<file path="src/rtl/bus_evt_pkg.sv">
package bus_evt_pkg;
  localparam int unsigned ADDR_W  = 3;
  localparam int unsigned DATA_W  = 32;
  localparam int unsigned STICKY_N = 3;   // start, match, stop
  localparam int unsigned SRC_N   = 5;    // interruptible bits 8..12
  localparam int unsigned SRC_LSB = 8;
  localparam int unsigned BUSY_BIT = 0;

  typedef enum logic [ADDR_W-1:0] {
    A_STATUS = 3'd0,
    A_EN_SET = 3'd1,
    A_EN_CLR = 3'd2,
    A_MASKED = 3'd3,
    A_CONFIG = 3'd4
  } reg_addr_e;

  // sticky indices
  localparam int unsigned S_START = 0;
  localparam int unsigned S_MATCH = 1;
  localparam int unsigned S_STOP  = 2;
endpackage

</file>
<file path="src/rtl/sticky_bank.sv">
module sticky_bank #(
  parameter int unsigned N = 3
) (
  input  logic         clk_i,
  input  logic         rst_ni,
  input  logic [N-1:0] set_i,
  input  logic [N-1:0] clr_i,
  output logic [N-1:0] q_o
);
  for (genvar i = 0; i < N; i++) begin : g_bit
    always_ff @(posedge clk_i or negedge rst_ni) begin
      if (!rst_ni)       q_o[i] <= 1'b0;
      else if (set_i[i]) q_o[i] <= 1'b1;   // set has priority
      else if (clr_i[i]) q_o[i] <= 1'b0;
    end
  end
endmodule

</file>
<file path="src/rtl/enable_reg.sv">
module enable_reg #(
  parameter int unsigned N = 5
) (
  input  logic         clk_i,
  input  logic         rst_ni,
  input  logic         set_we_i,
  input  logic         clr_we_i,
  input  logic [N-1:0] wbits_i,
  output logic [N-1:0] en_o
);
  always_ff @(posedge clk_i or negedge rst_ni) begin
    if (!rst_ni)       en_o <= '0;
    else if (set_we_i) en_o <= en_o | wbits_i;
    else if (clr_we_i) en_o <= en_o & ~wbits_i;
  end
endmodule

</file>
<file path="src/rtl/bus_evt_status.sv">
module bus_evt_status
  import bus_evt_pkg::*;
(
  input  logic              clk_i,
  input  logic              rst_ni,
  input  logic              start_pulse_i,
  input  logic              match_pulse_i,
  input  logic              stop_pulse_i,
  input  logic              bus_busy_i,
  input  logic              rx_pend_i,
  input  logic              tx_room_i,
  input  logic              reg_we_i,
  input  logic [ADDR_W-1:0] reg_addr_i,
  input  logic [DATA_W-1:0] reg_wdata_i,
  output logic [DATA_W-1:0] reg_rdata_o,
  output logic              irq_o
);
  logic [STICKY_N-1:0] sticky_q, sticky_set, sticky_clr;
  logic [SRC_N-1:0]    en_q, src_lvl, masked;
  logic                gate_q, stop_q, pass;
  logic [SRC_N-1:0]    wsrc;
  logic [DATA_W-1:0]   status;

  assign wsrc = reg_wdata_i[SRC_LSB +: SRC_N];

  always_ff @(posedge clk_i or negedge rst_ni) begin
    if (!rst_ni) begin
      gate_q <= 1'b0;
      stop_q <= 1'b0;
    end else begin
      stop_q <= stop_pulse_i;
      if (reg_we_i && reg_addr_i == A_CONFIG) gate_q <= reg_wdata_i[0];
    end
  end

  // gated edges record only inside this target's own message
  assign pass = !gate_q || sticky_q[S_MATCH];

  always_comb begin
    sticky_set          = '0;
    sticky_set[S_START] = start_pulse_i && pass;
    sticky_set[S_MATCH] = match_pulse_i;
    // stop counts only if the bus is still stopped a cycle later
    sticky_set[S_STOP]  = stop_q && !start_pulse_i && !bus_busy_i && pass;
    sticky_clr = (reg_we_i && reg_addr_i == A_STATUS) ?
                 wsrc[STICKY_N-1:0] : '0;
  end

  sticky_bank #(.N(STICKY_N)) u_sticky (
    .clk_i, .rst_ni, .set_i(sticky_set), .clr_i(sticky_clr), .q_o(sticky_q)
  );

  enable_reg #(.N(SRC_N)) u_en (
    .clk_i, .rst_ni,
    .set_we_i(reg_we_i && reg_addr_i == A_EN_SET),
    .clr_we_i(reg_we_i && reg_addr_i == A_EN_CLR),
    .wbits_i (wsrc),
    .en_o    (en_q)
  );

  assign src_lvl = {tx_room_i, rx_pend_i, sticky_q};
  assign masked  = src_lvl & en_q;
  assign irq_o   = |masked;

  always_comb begin
    status = '0;
    status[BUSY_BIT] = bus_busy_i;
    status[SRC_LSB +: SRC_N] = src_lvl;
  end

  always_comb begin
    reg_rdata_o = '0;
    case (reg_addr_i)
      A_STATUS: reg_rdata_o = status;
      A_EN_SET: reg_rdata_o[SRC_LSB +: SRC_N] = en_q;
      A_MASKED: reg_rdata_o[SRC_LSB +: SRC_N] = masked;
      A_CONFIG: reg_rdata_o[0] = gate_q;
      default:  reg_rdata_o = '0;
    endcase
  end
endmodule

</file>
<file path="config.mk">
export PLATFORM = sky130hd
export DESIGN_NAME = bus_evt_status
export DESIGN_NICKNAME = d
export VERILOG_FILES = /design/src/rtl/bus_evt_pkg.sv /design/src/rtl/sticky_bank.sv /design/src/rtl/enable_reg.sv /design/src/rtl/bus_evt_status.sv
export SDC_FILE = /design/constraint.sdc
export NUM_CORES = 1
export LEC_CHECK = 0
export BUFFER_PORTS_ARGS = -buffer_cell sky130_fd_sc_hd__buf_2
export CAP_MARGIN = 20
export CORE_ASPECT_RATIO = 1.2
export CORE_MARGIN = 10
export CORE_UTILIZATION = 40
export DETAILED_ROUTE_END_ITERATION = 8
export GPL_TIMING_DRIVEN = 0
export HOLD_SLACK_MARGIN = 0.08
export PLACE_DENSITY = 0.85
export SETUP_SLACK_MARGIN = 0.3
export SLEW_MARGIN = 5
export SYNTH_ARGS = -nofsm -noshare
export SYNTH_HDL_FRONTEND = slang
export SYNTH_SLANG_ARGS = --single-unit
</file>
<file path="constraint.sdc">
create_clock -name clk_i -period 2.2 [get_ports clk_i]
set_input_delay 0.33 -clock clk_i [delete_from_list [all_inputs] [get_ports clk_i]]
set_output_delay 0.33 -clock clk_i [all_outputs]
set_load 0.05 [all_outputs]
</file>
==> results of run 1 <==
==> worst paths after layout <==
check	from	endpoint	slack [ns]	depth (start not counted)
max	register	irq_o	0.48	3
min	stop_pulse_i	stop_q$_DFF_PN0_	0.15	1
max reg2reg	u_sticky.q_o[1]$_DFFE_PN0P_	u_sticky.q_o[2]$_DFFE_PN0P_	1.22	2
min reg2reg	stop_q$_DFF_PN0_	u_sticky.q_o[2]$_DFFE_PN0P_	0.51	1
max in group asynchronous	rst_ni	asynchronous set/reset pin	1.58	2
min in group asynchronous	rst_ni	u_sticky.q_o[2]$_DFFE_PN0P_	0.43	2
==> layout make-up <==
| class | count | share of cell area [%] |
|---|---|---|
| tap | 30 | 3.24 |
| timing repair buffer | 25 | 11.2 |
| multi-input combinational | 83 | 41.1 |
| sequential | 10 | 21.6 |
| clock buffer | 4 | 3.14 |
| buffer | 31 | 19.7 |
==> cells in the final DEF (no fill, tap or decap), types with 3 or more instances in the layout <==
master	count
nand3b_1	5
buf_2	26
conb_1	26
buf_4	27
nand3_1	8
nor2_1	6
clkbuf_4	3
a31oi_1	5
mux2i_1	6
a21oi_1	5
dfrtp_1	10
o21ai_0	4
o21a_1	5
==> cells by family (layout without fill, tap and decap cells) <==
family / after synthesis / after routing
buf+inv: 31 / 60
compound gates: 25 / 25
simple gates: 25 / 25
flops: 10 / 10
mux: 7 / 7
other cells: 1 / 26
==> power groups by stage <==
stage / clock network, uW / logic (uW) / registers (uW)
final: 172 / 268 / 209
after CTS: 176 / 265 / 208
after global routing: 181 / 284 / 211
after floorplan: 0 / 220 / 208
after detailed placement: 0 / 263 / 212
after global placement: 0 / 258 / 211
==> what timing repair did <==
action                                  4_1_cts  5_1_grt
gates resized for setup                       0        0
hold endpoints to repair                     10        0
hold buffers                                  1        0
endpoints found under the setup margin        0        0
==> worst max-delay path, delay by kind of cell (launching register included) <==
family | cells | cell delay (ns)
buffers and inverters | 1 | 0.22
AOI/OAI and AO/OA | 1 | 0.38
and+or+nand+nor | 1 | 0.09
DFF | 1 | 0.43
==> per-layer routing <==
metal | GRT usage [%] | vias up
met4 | 6.11 | 0
met3 | 4.72 | 7
li1 | - | 409
met1 | 10.5 | 370
met5 | 0 | -
met2 | 17.6 | 41
==> per-stage QoR <==
step | util (%) | setup WS, ns | power, uW | instances | hold WS (ns)
3_3_place_gp | 54.2 | 0.618 | 468 | 178 | 0.195
4_1_cts | 56.5 | 0.474 | 649 | 183 | 0.147
3_5_place_dp | 54.2 | 0.583 | 475 | 178 | 0.200
2_1_floorplan | - | 0.502 | 428 | 124 | 0.0344
6_report | 56.5 | 0.481 | 649 | 183 | 0.153
5_1_grt | 56.5 | 0.427 | 677 | 183 | 0.162
==> reports/metrics.cfg, run 1 <==
[timing]
drv_slew=0
hold_violations=0
finalSetupTns_ns=0
fmax_mhz=582
rsz0062_at_grt=false
finalSetupViolCount=0
finClkSkew_ns=0.000873
fin_crit_sh_pct=78.1
period_needed_ns=1.72

[grt]
antenna_found_initial=0
gr-usage-all-layers_pct=10.5
grt-ovfl-total=0
grt_pass1_vias=878
grt_max_degree=11
grt_pass1_wl_mm=3.84

[drt]
via_count=827
routed.top_layer=met4
first_pass_iters=4
wl_met3_um=217
drtIter0Drc=37
wl_met2_mm=1.12
vias_per_cell=4.52
drc_errors=0
wl_per_cell_um=12.8
drt_wl_total_mm=2.35
met1_length_um=940
antenna_left=0

[min_path]
min_path_type=primary input to register

[logic_synthesis]
synth_top_area_share_pct=29.3
synth_cells=99
synthAdderAreaFrac_pct=0
ys_top_cells_by_count=27 x buf_4, 10 x dfrtp_1, 8 x nand3_1
synthesis.area_um2=855
yosysSeqAreaShare_pct=29.3
synth_flop_cell=dfrtp_1
yosys.area.top_type=dfrtp_1
synth_area_leaders=dfrtp_1 29%, buf_4 24%, mux2i_1 7.0%
synth_edf_count=0
synth.most_common_cell=buf_4
syn_area_per_cell_um2=8.63
synth_xor_area_share_pct=0
synth-seq-cells=10
synth_mux_area_share_pct=8.78
synth_top_family_by_area=buffers and inverters
synth-compound-area-share_pct=19.0
yosys.area_share.simple_pct=15.8
async_reset_ff_share_pct=100
yosys_warnings=0
synth_cell_types=27

[clocking]
cts_buffer_depth=2
ctsHtreeMaxLevel=1
cts_setup_buffers=0
clk_pin_slew_ns=0.07
clock_sinks=10
cts_made_buffers=3
root_buffer=clkbuf_4
cts_tree=done
worst_skew_pair.late_latency_ns=0.28

[floorplan]
initial_core_util_pct=41.7
fp.coreArea_mm2=0.00205
die_h_um=70.6
die_w_um=62.2
std_cell_rows=18
io_pins=77
die-area_mm2=0.00439

[finish]
diodes=0
regArea_um2=250
nets=198
design_area_mm2=0.00116
drive_gt1_share_pct=39.9
multi_input_area_um2=475
area_growth_pct=35.4
fillerInstances=198

[pwr]
power_frac_comb_pct=41.3
power_density_mw_per_mm2=560
p_sw_uw=268
swShare_pct=41.2
leakage_uw=0.000618
internal_power_uw=381
irDropWorstVdd_v=0.000384
seqPwrFrac_pct=32.2
power_frac_clock_pct=26.5

[worst_setup_path]
cp_max_fo=5
arrival_ns=1.39
path_cells=a222oi_1 > nand2_1 > buf_2
critical_path.max_stage_delay_ns=0.43
critical_path_class=register to output port
worst_setup_path_start_kind=register
end_kind=output port
critPathRequiredTime_ns=1.87
cpMaxStageDelayCell=dfrtp_1

[place]
gp_congestion=0.854
place_area_mm2=0.00111
hpwl_mm=2.00
io_buffers=24

[status]
outcome=finished, final reports clean

[flow_run]
maxCapViolations=0

No activity file was read; power rests on OpenSTA's default activity.
==> run 2, diff against run 1 <==
CORE_UTILIZATION = 33   (was 40)
PLACE_DENSITY = 0.75   (was 0.85)
clock period = 1.45 ns   (was 2.2 ns; I/O delays follow)
==> reports/metrics.cfg, run 2 (synthesis gave the netlist of run 1 again) <==
[status]
outcome=complete, but fails checks
violations=setup timing

[drt]
drc_errors=0
vias_per_cell=4.42
drt_wl_total_mm=2.54
drtIter0Drc=34
antenna_left=0
via_count=870
wl_per_cell_um=12.9
first_pass_iters=4

[pwr]
power_density_mw_per_mm2=733
internal_power_uw=571
seqPwrFrac_pct=31.8
leakage_uw=0.000686
p_sw_uw=417
irDropWorstVdd_v=0.000516
power_frac_comb_pct=48.8
p_total_uw=988
power_frac_clock_pct=19.4
swShare_pct=42.2

[timing]
hold_violations=0
finClkSkew_ns=0.000206
finalSetupViolCount=3
fin_crit_sh_pct=105
fmax_mhz=658
worst_slack_ns=-0.0704
rsz0062_at_grt=true
period_needed_ns=1.52
drv_slew=0

[floorplan]
std_cell_rows=20
fp.coreArea_mm2=0.00250
die_h_um=75.7
io_pins=77
die_w_um=66.5
initial_core_util_pct=34.2
die-area_mm2=0.00503

[worst_setup_path]
critPathRequiredTime_ns=1.23
arrival_ns=1.30
critical_path_class=register to output port
cpMaxStageDelayCell=dfrtp_1
worst_setup_path_start_kind=register
cp_max_fo=2
critical_path.max_stage_delay_ns=0.39
path_cells=a222oi_1 > nand2_2 > buf_6
end_kind=output port

[grt]
grt-ovfl-total=0
grtUsageMet2_pct=17.6
gr-usage-all-layers_pct=10.2
grt_pass1_wl_mm=4.07
grt_util_met1_pct=10.2
grt-busiest-layer=met2
grt_pass1_vias=880
grt_max_degree=11
met3_usage_pct=5.00
antenna_found_initial=0

[place]
place_area_mm2=0.00116
hpwl_mm=2.01
io_buffers=24
dp_cells=181
gp_congestion=0.780

[clocking]
worst_skew_pair.late_latency_ns=0.27
root_buffer=clkbuf_4
ctsHtreeMaxLevel=1
clock_sinks=10
cts_tree=done
cts_made_buffers=3
clk_pin_slew_ns=0.06
cts_buffer_depth=2

[flow_run]
maxCapViolations=0

[finish]
area_growth_pct=57.7
design_area_mm2=0.00135
nets=210
final_cell_mix=38 x buf_4, 26 x conb_1, 19 x buf_2
final_common_cell=buf_4
drive_gt1_share_pct=48.2
diodes=0
final_cells=197

[min_path]
min_path_type=primary input to register

## run 2: per-layer routing
layer | vias up | routed length, um
met2 | 37 | 1290
met1 | 396 | 890
li1 | 432 | -
met5 | - | 0
met3 | 5 | 311
met4 | 0 | 40
## run 2: worst max-delay path: cells and delay by family, from the launching register on
kind	cells	cell delay [ns]
buffers and inverters	1	0.16
AND/OR/NAND/NOR	1	0.09
flip-flops	1	0.39
AO/OA/AOI/OAI	1	0.39
## run 2: stage by stage
step | TNS, ns | utilization [%] | hold WS (ns) | setup WS, ns
final | -0.110 | 53.8 | 0.129 | -0.0704
after global routing | -0.332 | 53.8 | 0.140 | -0.110
after CTS | -0.117 | 53.1 | 0.128 | -0.0783
after detailed placement | -0.0562 | 46.2 | 0.0932 | -0.0188
after global placement | -0.00377 | 46.2 | 0.0853 | -0.00280
after floorplan | 0 | - | -0.0781 | 0.194
## run 2: repair_timing
| action | 4_1_cts | 5_1_grt |
|---|---|---|
| setup buffers | 9 | 2 |
| pin swaps | 1 | 3 |
| setup endpoints to repair | 7 | 7 |
| resized for setup | 20 | 1 |
| hold buffers | 2 | 0 |
| endpoints found under the hold margin | 11 | 0 |
## run 2: path summary, 6_finish.rpt
kind | from | to | slack [ns] | cells past startpoint
hold / removal | match_pulse_i | u_sticky.q_o[1]$_DFFE_PN0P_ | 0.13 | 2
setup reg to reg | u_sticky.q_o[1]$_DFFE_PN0P_ | u_sticky.q_o[2]$_DFFE_PN0P_ | 0.36 | 3
max in group asynchronous | rst_ni | asynchronous set/reset pin | 0.92 | 2
setup / recovery | register | irq_o | -0.07 | 3
min in group asynchronous | rst_ni | u_sticky.q_o[2]$_DFFE_PN0P_ | 0.34 | 2
hold reg to reg | stop_q$_DFF_PN0_ | u_sticky.q_o[2]$_DFFE_PN0P_ | 0.51 | 1
## run 2: layout make-up
type	instances	area, um^2
plain buffers	31	231
clock buffers	3	22.5
fillers	238	1150
multi-input cells	83	520
flip-flops and latches	10	250
well taps	33	41.3
repair buffers	37	282
## run 2: power groups by stage
stage / Clock, uW / Sequential, uW / Combinational [uW]
global route: 202 / 317 / 513
floorplan: 0 / 316 / 350
finish: 191 / 314 / 482
CTS: 194 / 313 / 470
global placement: 0 / 320 / 409
detailed placement: 0 / 321 / 415
==> run 3, diff against run 2 <==
ABC_AREA = 1   (was default)
CORE_UTILIZATION = 32   (was 33)
==> reports/metrics.cfg, run 3 <==
[status]
outcome=finished, final reports clean

[logic_synthesis]
synthesis.area_um2=808
async_reset_ff_share_pct=100
synth_edf_count=0
yosys.area.top_type=dfrtp_1
yosys_warnings=0
synth_area_leaders=dfrtp_1 31%, buf_4 24%, nand2_1 14%
ys_top_cells_by_count=30 x nand2_1, 26 x buf_4, 22 x nand3_1
synth_top_area_share_pct=31.0
synth-seq-cells=10
yosysSeqAreaShare_pct=31.0
synth_cell_types=14
syn_area_per_cell_um2=7.15
synth.most_common_cell=nand2_1
synth_flop_cell=dfrtp_1
synth_cells=113

[drt]
antenna_left=0
first_pass_iters=4
drt_wl_total_mm=2.38
drc_errors=0
via_count=859
vias_per_cell=4.07
wl_per_cell_um=11.3
drtIter0Drc=19

[worst_setup_path]
end_kind=output port
cp_max_fo=3
critical_path_class=register to output port
worst_setup_path_start_kind=register
arrival_ns=1.13
critPathRequiredTime_ns=1.23

[pwr]
power_frac_clock_pct=21.5
p_sw_uw=503
leakage_uw=0.000747
irDropWorstVdd_v=0.000698
seqPwrFrac_pct=29.9
power_frac_comb_pct=48.6
power_density_mw_per_mm2=920
internal_power_uw=693
p_total_uw=1200
swShare_pct=42.1

[timing]
finalSetupViolCount=0
drv_slew=0
hold_ws_ns=0.124
period_needed_ns=1.35
fin_crit_sh_pct=93.0
fmax_mhz=742
finClkSkew_ns=0.00634
finalSetupTns_ns=0
rsz0062_at_grt=true
hold_violations=0

[floorplan]
initial_core_util_pct=34.3
die_h_um=75.1
std_cell_rows=19
die_w_um=65.9
fp.coreArea_mm2=0.00235
die-area_mm2=0.00494
io_pins=77

[place]
gp_congestion=0.833
hpwl_mm=1.89
place_area_mm2=0.00107
io_buffers=24

[clocking]
cts_made_buffers=3
worst_skew_pair.late_latency_ns=0.28
clk_pin_slew_ns=0.06
cts_buffer_depth=2
clock_sinks=10
root_buffer=clkbuf_4
cts_tree=done
ctsHtreeMaxLevel=1

[finish]
final_common_cell=buf_4
utilization_pct=55.2
diodes=0
drive_gt1_share_pct=44.4
area_growth_pct=60.8
fillerInstances=222
nets=225
design_area_mm2=0.00130
final_cell_mix=36 x buf_4, 29 x nand2_1, 26 x conb_1

[grt]
gr-usage-all-layers_pct=9.46
grt-ovfl-total=0
grt_pass1_wl_mm=3.75
grt_pass1_vias=862
antenna_found_initial=0
grt_max_degree=11

[min_path]
min_path_type=primary input to register

[flow_run]
maxCapViolations=0

## run 3: cell count changes in the layout (fill, tap and decap cells not counted), moves of 5 or more
cell,previous run,this run
nand2_1,0,29
a31oi_1,5,0
nand3_1,8,20
o21a_1,5,0
a21oi_1,5,0
inv_1,0,6
mux2i_1,5,0
## run 3: layout make-up
class | count | area, um^2 | area share [%]
Inverter | 10 | 40.0 | 3.08
Timing Repair Buffer | 38 | 297 | 22.8
Multi-Input combinational cell | 92 | 443 | 34.1
Sequential cell | 10 | 250 | 19.2
Tap cell | 31 | 38.8 | 2.98
Buffer | 26 | 195 | 15.0
Clock buffer | 4 | 36.3 | 2.79
## run 3: critical path, cell delays in order (launching register included)
cell and delay, ns:
dfrtp_1 0.40, inv_1 0.10, nand2_1 0.06, nand3_1 0.09, o21ai_2 0.06, buf_6 0.15
## run 3: path summary, 6_finish.rpt
check,startpoint,endpoint,slack (ns),cells after the start
max,u_sticky.q_o[1]$_DFFE_PN0P_,reg_rdata_o[9],0.10,5
min in group asynchronous,rst_ni,gate_q$_DFFE_PN0P_,0.32,2
max reg2reg,u_sticky.q_o[1]$_DFFE_PN0P_,u_sticky.q_o[0]$_DFFE_PN0P_,0.54,3
min,match_pulse_i,u_sticky.q_o[1]$_DFFE_PN0P_,0.12,3
min reg2reg,stop_q$_DFF_PN0_,u_sticky.q_o[2]$_DFFE_PN0P_,0.50,2
max in group asynchronous,rst_ni,u_sticky.q_o[1]$_DFFE_PN0P_,0.93,2
## run 3: layer usage
metal / vias to the layer above / global-route usage (%) / part of all wire (%)
li1: 445 / - / -
met1: 361 / 9.50 / 39
met2: 46 / 16.0 / 46
met3: 7 / 4.90 / 13
met4: 0 / 4.29 / 2.4
met5: - / 0 / 0
## run 3: cell families (layout without fill, tap and decap cells)
kind of cell           Yosys count  after routing  synth area share, %
AND/OR/NAND/NOR                 58             58                 33.9
buffers and inverters           36             78                 28.8
flip-flops                      10             10                 31.0
AO/OA/AOI/OAI                    8              8                 5.88
other                            1             26                0.464
## run 3: power by group through the flow
stage / Sequential (uW) / Combinational [uW] / Clock [uW]
5_1_grt: 363 / 623 / 276
3_3_place_gp: 361 / 450 / 0
6_report: 357 / 581 / 257
2_1_floorplan: 352 / 380 / 0
4_1_cts: 355 / 560 / 258
3_5_place_dp: 364 / 459 / 0
## run 3: metrics by stage
step / instances / setup WS [ns]
2_1_floorplan: 138 / 0.259
3_3_place_gp: 193 / 0.0875
3_5_place_dp: 193 / 0.0497
4_1_cts: 210 / 0.0927
5_1_grt: 211 / 0.0347
6_report: 211 / 0.102
## run 3: what timing repair did
item                       4_1_cts  5_1_grt
setup endpoints to repair        7        7
hold endpoints to repair        11        0
gates resized for setup         17        6
buffers inserted                11        1
pin swaps                        8        5
hold buffers                     2        0
